<file path="config.mk">
export PLATFORM = sky130hd
export DESIGN_NAME = fsSerialMaster
export DESIGN_NICKNAME = d
export VERILOG_FILES = /design/src/rtl/fssPkg.sv /design/src/rtl/fssFifo.sv /design/src/rtl/fssCtrl.sv /design/src/rtl/fssDatapath.sv /design/src/rtl/fsSerialMaster.sv
export SDC_FILE = /design/constraint.sdc
export NUM_CORES = 1
export LEC_CHECK = 0
export BUFFER_PORTS_ARGS = -buffer_cell sky130_fd_sc_hd__buf_2
export CORE_AREA = 2 2 252 254
export DETAILED_ROUTE_END_ITERATION = 10
export DIE_AREA = 0 0 254 256
export SLEW_MARGIN = 20
export SYNTH_ARGS = -nofsm -noshare
export SYNTH_HDL_FRONTEND = slang
export SYNTH_HIERARCHICAL = 1
export SYNTH_SLANG_ARGS = --single-unit
</file>
<file path="constraint.sdc">
create_clock -name clk -period 7.2 [get_ports clk]
set_input_delay 1.44 -clock clk [delete_from_list [all_inputs] [get_ports clk]]
set_output_delay 1.44 -clock clk [all_outputs]
set_load 0.02 [all_outputs]
</file>
<file path="src/rtl/fssPkg.sv">
package fssPkg;
  // Strobes from the control unit to the datapath, each valid for one system clock.
  typedef struct packed {
    logic load;    // pop transmit head into the shift register
    logic shift;   // present next bit on sdo
    logic sample;  // shift sdi into receive register
    logic commit;  // push received word
  } fssStrobe_t;

  localparam int FSS_MIN_LEN = 4;
endpackage

</file>
<file path="src/rtl/fssFifo.sv">
module fssFifo #(
  parameter int WIDTH = 16,
  parameter int DEPTH = 8
) (
  input  logic             clk,
  input  logic             rstN,
  input  logic             wrEn,
  input  logic [WIDTH-1:0] wrData,
  input  logic             rdEn,
  output logic [WIDTH-1:0] rdData,
  output logic             full,
  output logic             empty
);
  localparam int AW = (DEPTH > 1) ? $clog2(DEPTH) : 1;
  localparam int CW = $clog2(DEPTH + 1);

  logic [WIDTH-1:0] mem [DEPTH];
  logic [AW-1:0]    wrPtr, rdPtr;
  logic [CW-1:0]    count;
  logic             doWr, doRd;

  assign full   = (count == CW'(DEPTH));
  assign empty  = (count == '0);
  assign doWr   = wrEn && !full;
  assign doRd   = rdEn && !empty;
  assign rdData = mem[rdPtr];

  always_ff @(posedge clk) begin
    if (doWr) mem[wrPtr] <= wrData;
  end

  always_ff @(posedge clk) begin
    if (!rstN) begin
      wrPtr <= '0;
      rdPtr <= '0;
      count <= '0;
    end else begin
      if (doWr) wrPtr <= (wrPtr == AW'(DEPTH - 1)) ? '0 : wrPtr + 1'b1;
      if (doRd) rdPtr <= (rdPtr == AW'(DEPTH - 1)) ? '0 : rdPtr + 1'b1;
      case ({doWr, doRd})
        2'b10:   count <= count + 1'b1;
        2'b01:   count <= count - 1'b1;
        default: count <= count;
      endcase
    end
  end

  // a write into a full queue with no read leaves it full, never wraps
  a_r8_no_overflow: assert property (@(posedge clk) disable iff (!rstN)
    (full && wrEn && !rdEn) |=> full);
  // reading an empty queue leaves it empty
  a_r9_no_underflow: assert property (@(posedge clk) disable iff (!rstN)
    (empty && rdEn && !wrEn) |=> empty);
endmodule

</file>
<file path="src/rtl/fssCtrl.sv">
module fssCtrl
  import fssPkg::*;
#(
  parameter int DATA_W = 16,
  parameter int DIV_W  = 8,
  parameter int LEN_W  = 5
) (
  input  logic             clk,
  input  logic             rstN,
  input  logic [LEN_W-1:0] frameLen,
  input  logic [DIV_W-1:0] clkDiv,
  input  logic             txEmpty,
  output fssStrobe_t       strb,
  output logic [LEN_W-1:0] loadLen,
  output logic [LEN_W-1:0] curLen,
  output logic             sclk,
  output logic             fsync,
  output logic             sdoOe,
  output logic             busy
);
  logic [DIV_W-1:0] halfDiv, divCnt;
  logic             phase, divEn, tick, riseEv, fallEv;
  logic             active, b2bPend;
  logic [LEN_W-1:0] cyc, pendLen;
  logic             lastCyc, startIdle, goIdle, loadNext;

  // Clamp the requested length into the legal range.
  always_comb begin
    if (frameLen < LEN_W'(FSS_MIN_LEN))  loadLen = LEN_W'(FSS_MIN_LEN);
    else if (frameLen > LEN_W'(DATA_W))  loadLen = LEN_W'(DATA_W);
    else                                 loadLen = frameLen;
  end

  assign halfDiv = (clkDiv == '0) ? DIV_W'(1) : clkDiv;
  assign divEn   = active || !txEmpty;
  assign tick    = divEn && (divCnt == halfDiv - DIV_W'(1));
  assign riseEv  = tick && !phase;
  assign fallEv  = tick && phase;

  assign lastCyc   = active && (cyc == curLen);
  assign startIdle = riseEv && !active && !txEmpty;
  assign goIdle    = riseEv && lastCyc && !b2bPend;
  assign loadNext  = riseEv && active && !lastCyc &&
                     ((cyc + LEN_W'(1)) == curLen) && !txEmpty;

  always_comb begin
    strb.load   = startIdle || loadNext;
    strb.shift  = riseEv && active && !goIdle;
    strb.sample = fallEv && active && (cyc != '0);
    strb.commit = riseEv && lastCyc;
  end

  // Rise/fall strobe generator
  always_ff @(posedge clk) begin
    if (!rstN) begin
      divCnt <= '0;
      phase  <= 1'b0;
    end else if (!divEn || goIdle) begin
      divCnt <= '0;
      phase  <= 1'b0;
    end else if (tick) begin
      divCnt <= '0;
      phase  <= !phase;
    end else begin
      divCnt <= divCnt + 1'b1;
    end
  end

  // Frame sequencer
  always_ff @(posedge clk) begin
    if (!rstN) begin
      active  <= 1'b0;
      cyc     <= '0;
      curLen  <= LEN_W'(FSS_MIN_LEN);
      pendLen <= LEN_W'(FSS_MIN_LEN);
      b2bPend <= 1'b0;
      fsync   <= 1'b0;
      sclk    <= 1'b0;
      sdoOe   <= 1'b0;
    end else if (startIdle) begin
      active <= 1'b1;
      cyc    <= '0;
      curLen <= loadLen;
      fsync  <= 1'b1;
      sclk   <= 1'b1;
      sdoOe  <= 1'b0;
    end else if (riseEv && active) begin
      if (lastCyc) begin
        if (b2bPend) begin
          cyc     <= LEN_W'(1);
          curLen  <= pendLen;
          b2bPend <= 1'b0;
          fsync   <= 1'b0;
          sclk    <= 1'b1;
          sdoOe   <= 1'b1;
        end else begin
          active <= 1'b0;
          cyc    <= '0;
          fsync  <= 1'b0;
          sclk   <= 1'b0;
          sdoOe  <= 1'b0;
        end
      end else begin
        cyc   <= cyc + 1'b1;
        sclk  <= 1'b1;
        sdoOe <= 1'b1;
        fsync <= loadNext;
        if (loadNext) begin
          b2bPend <= 1'b1;
          pendLen <= loadLen;
        end
      end
    end else if (fallEv) begin
      sclk <= 1'b0;
    end
  end

  assign busy = active;

  // idle lines quiet
  a_r1_idle_quiet: assert property (@(posedge clk) disable iff (!rstN)
    !busy |-> (!sclk && !fsync && !sdoOe));
  // frame-sync never spans two rising strobes
  a_r2_fs_single: assert property (@(posedge clk) disable iff (!rstN)
    (riseEv && fsync) |=> !fsync);
  // frame-sync only while busy
  a_r10_fs_busy: assert property (@(posedge clk) disable iff (!rstN)
    fsync |-> busy);
  // a pending follow-on frame keeps the transfer running
  a_r6_no_gap: assert property (@(posedge clk) disable iff (!rstN)
    (strb.commit && b2bPend) |=> (busy && sclk));
endmodule

</file>
<file path="src/rtl/fssDatapath.sv">
module fssDatapath
  import fssPkg::*;
#(
  parameter int DATA_W     = 16,
  parameter int FIFO_DEPTH = 8,
  parameter int LEN_W      = 5
) (
  input  logic              clk,
  input  logic              rstN,
  input  logic [DATA_W-1:0] txData,
  input  logic              txWrite,
  output logic              txFull,
  output logic              txEmpty,
  output logic [DATA_W-1:0] rxData,
  input  logic              rxRead,
  output logic              rxFull,
  output logic              rxEmpty,
  output logic              rxOverrun,
  input  fssStrobe_t        strb,
  input  logic [LEN_W-1:0]  loadLen,
  input  logic [LEN_W-1:0]  curLen,
  input  logic              sdi,
  output logic              sdo
);
  logic [DATA_W-1:0] txHead, aligned, shiftReg, rxShift, pushData;
  logic [DATA_W-1:0] allOnes;
  logic [LEN_W-1:0]  alignSh;
  logic              rxWr;

  fssFifo #(.WIDTH(DATA_W), .DEPTH(FIFO_DEPTH)) i_txFifo (
    .clk(clk), .rstN(rstN), .wrEn(txWrite), .wrData(txData),
    .rdEn(strb.load), .rdData(txHead), .full(txFull), .empty(txEmpty));

  fssFifo #(.WIDTH(DATA_W), .DEPTH(FIFO_DEPTH)) i_rxFifo (
    .clk(clk), .rstN(rstN), .wrEn(rxWr), .wrData(pushData),
    .rdEn(rxRead), .rdData(rxData), .full(rxFull), .empty(rxEmpty));

  // Left-justify the frame so its MSB sits at the top of the shift register.
  assign alignSh  = LEN_W'(DATA_W) - loadLen;
  assign aligned  = txHead << alignSh;
  assign allOnes  = '1;
  assign pushData = rxShift & ~(allOnes << curLen);
  assign rxWr     = strb.commit && !rxFull;

  always_ff @(posedge clk) begin
    if (!rstN) begin
      shiftReg <= '0;
      sdo      <= 1'b0;
    end else begin
      if (strb.shift) sdo <= shiftReg[DATA_W-1];
      if (strb.load)       shiftReg <= aligned;
      else if (strb.shift) shiftReg <= shiftReg << 1;
    end
  end

  always_ff @(posedge clk) begin
    if (!rstN) begin
      rxShift   <= '0;
      rxOverrun <= 1'b0;
    end else begin
      if (strb.sample) rxShift <= {rxShift[DATA_W-2:0], sdi};
      if (strb.commit && rxFull) rxOverrun <= 1'b1;
    end
  end

  // a pop is only requested when the transmit queue has a word
  a_r2_pop_has_data: assert property (@(posedge clk) disable iff (!rstN)
    strb.load |-> !txEmpty);
  // overrun is sticky
  a_r9_overrun_sticky: assert property (@(posedge clk) disable iff (!rstN)
    rxOverrun |=> rxOverrun);
  // a word arriving at a full queue without a read leaves it full and flags it
  a_r9_drop_full: assert property (@(posedge clk) disable iff (!rstN)
    (strb.commit && rxFull && !rxRead) |=> (rxFull && rxOverrun));
endmodule

</file>
<file path="src/rtl/fsSerialMaster.sv">
module fsSerialMaster
  import fssPkg::*;
#(
  parameter int DATA_W     = 16,
  parameter int FIFO_DEPTH = 8,
  parameter int DIV_W      = 8,
  localparam int LEN_W     = $clog2(DATA_W + 1)
) (
  input  logic              clk,
  input  logic              rstN,
  input  logic [LEN_W-1:0]  frameLen,
  input  logic [DIV_W-1:0]  clkDiv,
  input  logic [DATA_W-1:0] txData,
  input  logic              txWrite,
  output logic              txFull,
  output logic              txEmpty,
  output logic [DATA_W-1:0] rxData,
  input  logic              rxRead,
  output logic              rxFull,
  output logic              rxEmpty,
  output logic              rxOverrun,
  output logic              sclk,
  output logic              fsync,
  output logic              sdo,
  output logic              sdoOe,
  input  logic              sdi,
  output logic              busy
);
  fssStrobe_t       strb;
  logic [LEN_W-1:0] loadLen, curLen;

  fssCtrl #(.DATA_W(DATA_W), .DIV_W(DIV_W), .LEN_W(LEN_W)) i_ctrl (
    .clk(clk), .rstN(rstN), .frameLen(frameLen), .clkDiv(clkDiv),
    .txEmpty(txEmpty), .strb(strb), .loadLen(loadLen), .curLen(curLen),
    .sclk(sclk), .fsync(fsync), .sdoOe(sdoOe), .busy(busy));

  fssDatapath #(.DATA_W(DATA_W), .FIFO_DEPTH(FIFO_DEPTH), .LEN_W(LEN_W)) i_data (
    .clk(clk), .rstN(rstN), .txData(txData), .txWrite(txWrite),
    .txFull(txFull), .txEmpty(txEmpty), .rxData(rxData), .rxRead(rxRead),
    .rxFull(rxFull), .rxEmpty(rxEmpty), .rxOverrun(rxOverrun),
    .strb(strb), .loadLen(loadLen), .curLen(curLen), .sdi(sdi), .sdo(sdo));
endmodule

</file>
# == Word level (Yosys, flattened, before mapping) ==
# Memory sizes are Yosys's and may differ from the RTL's. A register that Yosys moved wholly into a read port is not among the register bits.
# Index checks and enable logic that the tools add are counted.
# W data, S select, Z words.
# word_totals
ram_bits,256
ff_bits,83
n_memories,2
in_bits,34
# op_classes
add_sub_neg,12
mux,39
bitwise_logic,5
n_reduce_logical,53
n_eq_ne,14
magnitude_cmp,2
n_shift,2
# memory_table
memory,words,width,rd,rd_clocked_by_memory_dff,write_ports,line,text
i_data.i_rxFifo.mem,8,16,1,1,1,fssFifo.sv:17,logic [WIDTH-1:0] mem [DEPTH];
i_data.i_txFifo.mem,8,16,1,1,1,fssFifo.sv:17,
# ops
cell,n
$mux W5,7
$mux W16,2
$mux W3,8
$logic_and A1 B1 Y1,21
$mux W1,19
$and A16 B16 Y16,1
$not A16 Y16,1
$pmux W4 S2,2
$shl A16 B5 Y16,1
$shl A16 B5 Y16 const A,1
$reduce_bool A2 Y1,7
$add A3 B1 Y3 const B,4
$eq A3 B3 Y1 const B,4
$eq A5 B5 Y1,2
$logic_not A1 Y1,10
$reduce_and A3 Y1,3
$add A4 B1 Y4 const B,2
$add A8 B1 Y8 const B,1
$eq A4 B4 Y1 const B,2
$eq A8 B8 Y1,1
$logic_not A4 Y1,2
$logic_not A8 Y1,1
$mux W8,1
$sub A4 B1 Y4 const B,2
other kinds (15),22

# == Depth between registers and ports, before layout ==
# logic_depth
word_depth,14
depth_mapped,20

# == Hierarchy ==
# Netlist, hierarchy kept.
# modules_own_cells
mod,instances,cells_each,area_each_um2
fssFifo,2,265,5650.4
fssDatapath,1,269,2323.5
fssCtrl,1,219,1778.0

# == Worst setup path before layout ==
# OpenSTA, ideal clock, no wires.
# synth_path
kind,input -> register
startpoint,input port clkDiv[3]
endpoint,"memory i_data.i_rxFifo.mem[0][0], enable pin"
path_buffers,1
path_slack_ns,1.358
arrival_ns,5.412
t_required_ns,6.770
cell_stages,13
path_cell_list,or4_4 -> nor2_1 -> a21oi_1 -> ha_1 -> a31o_2 -> and2_1 -> nor4_1 -> nand3_1 -> nor2_1 -> nor2b_1 -> a21bo_1 -> buf_6 -> nor4_1
# synth_rtl
item,line,text
start: declaration,fsSerialMaster.sv:12,"input logic [DIV_W-1:0] clkDiv,"
end: declaration,fssFifo.sv:17,

==> impl_results.md <==
* VDD IR max at 195.0 uV
* Top Metal Used: met5
* Post-route ant nets at 0
* Cell Pwr Density at 235.0 nW/um2
* CTS clk-pin slew, worst paths at ~0.060 ns
* F_max at 0.1868 GHz
* Vias in the first global route at 8,681
* Critical-path cell list: buf_2, or4_4, nor2_1, a21oi_1, ha_1, a31o_2, and2_1, nor4_1, nand3_1, nor2_1, nor2b_1, a21bo_1, ha_1, xor2_1, ha_1, a21oi_1, xor2_1, or3_1, a21boi_0
* Finished Core Util at 28.65%
* Root buffer cell: clkbuf_16
* Core area at 62,390 um2
* Synth Area per Inst at ~15 um2
* Global-route wire length before repair at 49.63 mm
* Leading area contributor after synthesis: edfxtp_1
* Multi-input logic area at about 5600 um2
* Final Wtd Congestion at 0.7770
* Largest family of logic cells by synthesized area: multiplexers
* RSZ-0062 raised after global routing: false
* Met1 Wirelength at 14.20 mm
* Outcome: finished clean
* EDFF count, synth at 256
* Compound-Gate Fraction of Synth Area at approximately 5.8%
* Endpoints failing setup at 0
* Worst slew margin at 28.83%
* Port bufs at 59
* Routed wl met3 at between 1 and 1.5 mm
* CTS Sinks at approximately 350
* Worst-path fanout max at 11
* DR DRC count at 0
* Adder-cell share of the synthesized area at 1.543%
* TNS Setup at 0 ns
* Post-synthesis register bit count at 345
* CP Class: in2reg
* H-tree Lvls at 2
* Clk_lat worst skew at 0.54 ns
* Critical Path End Type: flip-flop
* Req. time, crit path at 7.66 ns
* Detailed Place HPWL at 19.65 mm
* I/O Pins at 60
* Yosys warns at 6
* Post-cts resize count at 0
* Slowest stage delay, CP at 0.54 ns
* Post-layout instance area at 17,880 um2
* Synth top area cells: edfxtp_1 50%, dfxtp_1 12%, mux4_1 9.6%
* Sequential share of power at 51.1%
* Skew final at 0.01636 ns
* Row cnt at 92
* Grt ovf at 0
* N_diodes at 0
* Synth Flop Type: edfxtp_1
* Routed WL per cell at 16.15 um
* MaxCap Viol Count at 0
* CTS buffer count at 37
* Combinational power share at under 10%
* Register area at 9472 um2
* Mux cell area share after synthesis at 17.55%
* Share of cells above drive strength 1 at 19.57%
* CTS Hold Bufs at 0
* Die ar. at about 65,000 um2
* Hold Vio Cnt, Final at 0
* NetSw at 0.0008686 W
* WP buf/inv at 1
* Mapped Nets at around 1.1k
* Die Ht at 256 um
* Critical path arrival at 5.81 ns
* Fill cells at 6,283
* Antenna violations before repair at 1
* # Post-CTS Setup Buffers at 0
* Total chip power at about 0.0042 W
* Top cell family by delay on the critical path: simple AND/OR/NAND/NOR gates
* Placed cell area at 16,690 um2
* Effective utilization at floorplan at 24.69%
* Via density at 4.404
* Net Sw Frac at 20.67%
* Ys async rst share at 0%
* Die Wd at 254 um
* Top cell type's share of synthesized area at about half
* GRT Total Usage at 9.723%
* Worst-Margin Slew at 1.058 ns
* Max clock buf depth at 3
* CP max-delay cell: or4_4
* Drt first pass iters at 5
* Leakage at 6.391 nW
* Final Cycle Share at 74.34%
* HP Class: reg2reg
* Post-Synth XOR/XNOR Area at 1.860%
* Area Growth Syn to Fin at 16.07%
* Final wirelength at approximately 32 mm
* Max Slew Vio Count at 0
* Netlist cell types at 76
* WL met2 at approximately 15 mm
* Vias at between 8k and 9k
* Pint at 0.003333 W
* CTS tree: built
* Initial DRC count at 444
* Net count, final at 1,137
* Worst Setup Start Kind: input port
* Simple-gate share of the synthesized area at 9.212%
* Cell area after synthesis at 15,400 um2
* Crit path top cell by count: ha_1
* Register area share after synthesis at 61.48%
* Post-layout minimum cycle time at 5.352 ns
* Post-Syn Instances at 1,018
* Clock share of power at 44.5%
* Largest net degree at the start of global routing at 69
[cells in the mapped netlist (3+ instances only)]
cell type	number
buf_6	10
o22ai_1	8
a41oi_1	3
or3_1	6
or2_2	3
buf_4	5
nor4_1	8
mux2i_1	50
nand3_1	21
nand2b_1	11
o31a_1	3
and2_1	9
xor2_1	18
buf_2	7
a21boi_1	3
a21oi_1	36
nand4_1	5
nor2b_1	45
edfxtp_1	256
a31oi_1	4
nor4b_1	4
nand2_1	45
o21a_1	5
nand3b_1	3
o21ai_0	19
nor2_1	52
o211a_1	6
mux4_2	14
mux2_2	36
inv_1	22
and3_1	7
buf_1	7
xnor2_1	11
o22a_1	3
a21boi_0	11
mux4_1	56
ha_1	19
dfxtp_1	89
nor3_1	22
or4_1	3
clkbuf_1	24
nor3b_1	4
[registers in the layout, summed over array words and instances, names as in the netlist, 4 cells and up, named ones only]
signal                 cells
i_ctrl/cyc                 5
i_data/rxShift            16
i_data/shiftReg           16
i_ctrl/curLen              5
i_ctrl/pendLen             5
i_data/i_txFifo/count      4
i_data/i_rxFifo/mem      128
i_ctrl/divCnt              8
i_data/i_rxFifo/count      4
i_data/i_txFifo/mem      128
[worst register-to-register path: cells and delay by family, from the launching register on]
kind                       cells  cell delay, ns
AOI/OAI and AO/OA              3            0.39
and+or+nand+nor                5            1.45
DFF                            1            0.45
adders and majority gates      3            0.75
buffers and inverters          3            0.48
xor gates and xnor gates       3            0.48
[metal layers]
metal | up-vias | global-route usage, %
met5 | - | 0
met4 | 2 | 2.778
met3 | 42 | 2.187
met2 | 140 | 16.43
met1 | 4317 | 12.40
li1 | 4109 | -
[per-stage QoR]
step / hold slack (ns) / instances / setup slack, ns
2_1_floorplan: 0.4354 / 1018 / 1.358
3_3_place_gp: 0.4461 / 1891 / 1.548
3_5_place_dp: 0.4555 / 1891 / 1.340
4_1_cts: 0.4630 / 1955 / 1.925
5_1_grt: 0.5043 / 1955 / 1.453
6_report: 0.4651 / 1955 / 1.848
[power groups by stage]
| stage | sequential, W | clock [W] | combinational (W) |
|---|---|---|---|
| floorplan | 0.00219 | 0 | 0.000129 |
| CTS | 0.00215 | 0.00193 | 0.000188 |
| global placement | 0.00219 | 0 | 0.000184 |
| detailed placement | 0.00219 | 0 | 0.000187 |
| global route | 0.00215 | 0.00201 | 0.000205 |
| finish | 0.00215 | 0.00187 | 0.000186 |
[final cells by class]
type	count	area share, %
timing repair buffer	82	2.618
multi-input combinational	595	31.33
tap	846	5.921
sequential	345	52.98
inverter	23	0.4829
clock buffer	52	5.837
clock inverter	12	0.8259
[cells in the final DEF, fill, tap and decap left out, drive strengths merged, types with 5 or more instances in the layout]
cell type,instances
edfxtp,256
dfxtp,89
buf,82
mux4,70
nor2,52
clkbuf,52
mux2i,50
nor2b,45
nand2,45
mux2,37
a21oi,36
inv,25
nor3,22
nand3,21
o21ai,21
ha,19
xor2,19
a21boi,14
xnor2,12
nand2b,11
and2,9
and3,9
o22ai,8
nor4,8
nand4,7
clkinv,7
or3,6
o211a,6
o21a,5
nor4b,5
or2,5
[cells by family after synthesis]
group           count (synthesis)
mux                           157
fa+ha+maj                      19
buf+inv                        78
compound gates                127
simple gates                  261
xor+xnor                       31
flops                         345
[path summary, 6_finish.rpt]
path | to | cells past startpoint | slack (ns) | start
worst max-delay path | i_data/i_rxFifo/count[2]$_SDFFE_PN0P_ | 19 | 1.85 | clkDiv[3]
worst min-delay path | i_data/shiftReg[0]$_SDFFE_PN0P_ | 2 | 0.47 | i_data/shiftReg[0]$_SDFFE_PN0P_
worst max register to register | i_data/i_txFifo/count[2]$_SDFFE_PN0P_ | 17 | 3.12 | i_ctrl/cyc[0]$_SDFFE_PP0P_
worst min register to register | i_data/shiftReg[0]$_SDFFE_PN0P_ | 2 | 0.47 | i_data/shiftReg[0]$_SDFFE_PN0P_
No activity file was read; power rests on OpenSTA's default activity.
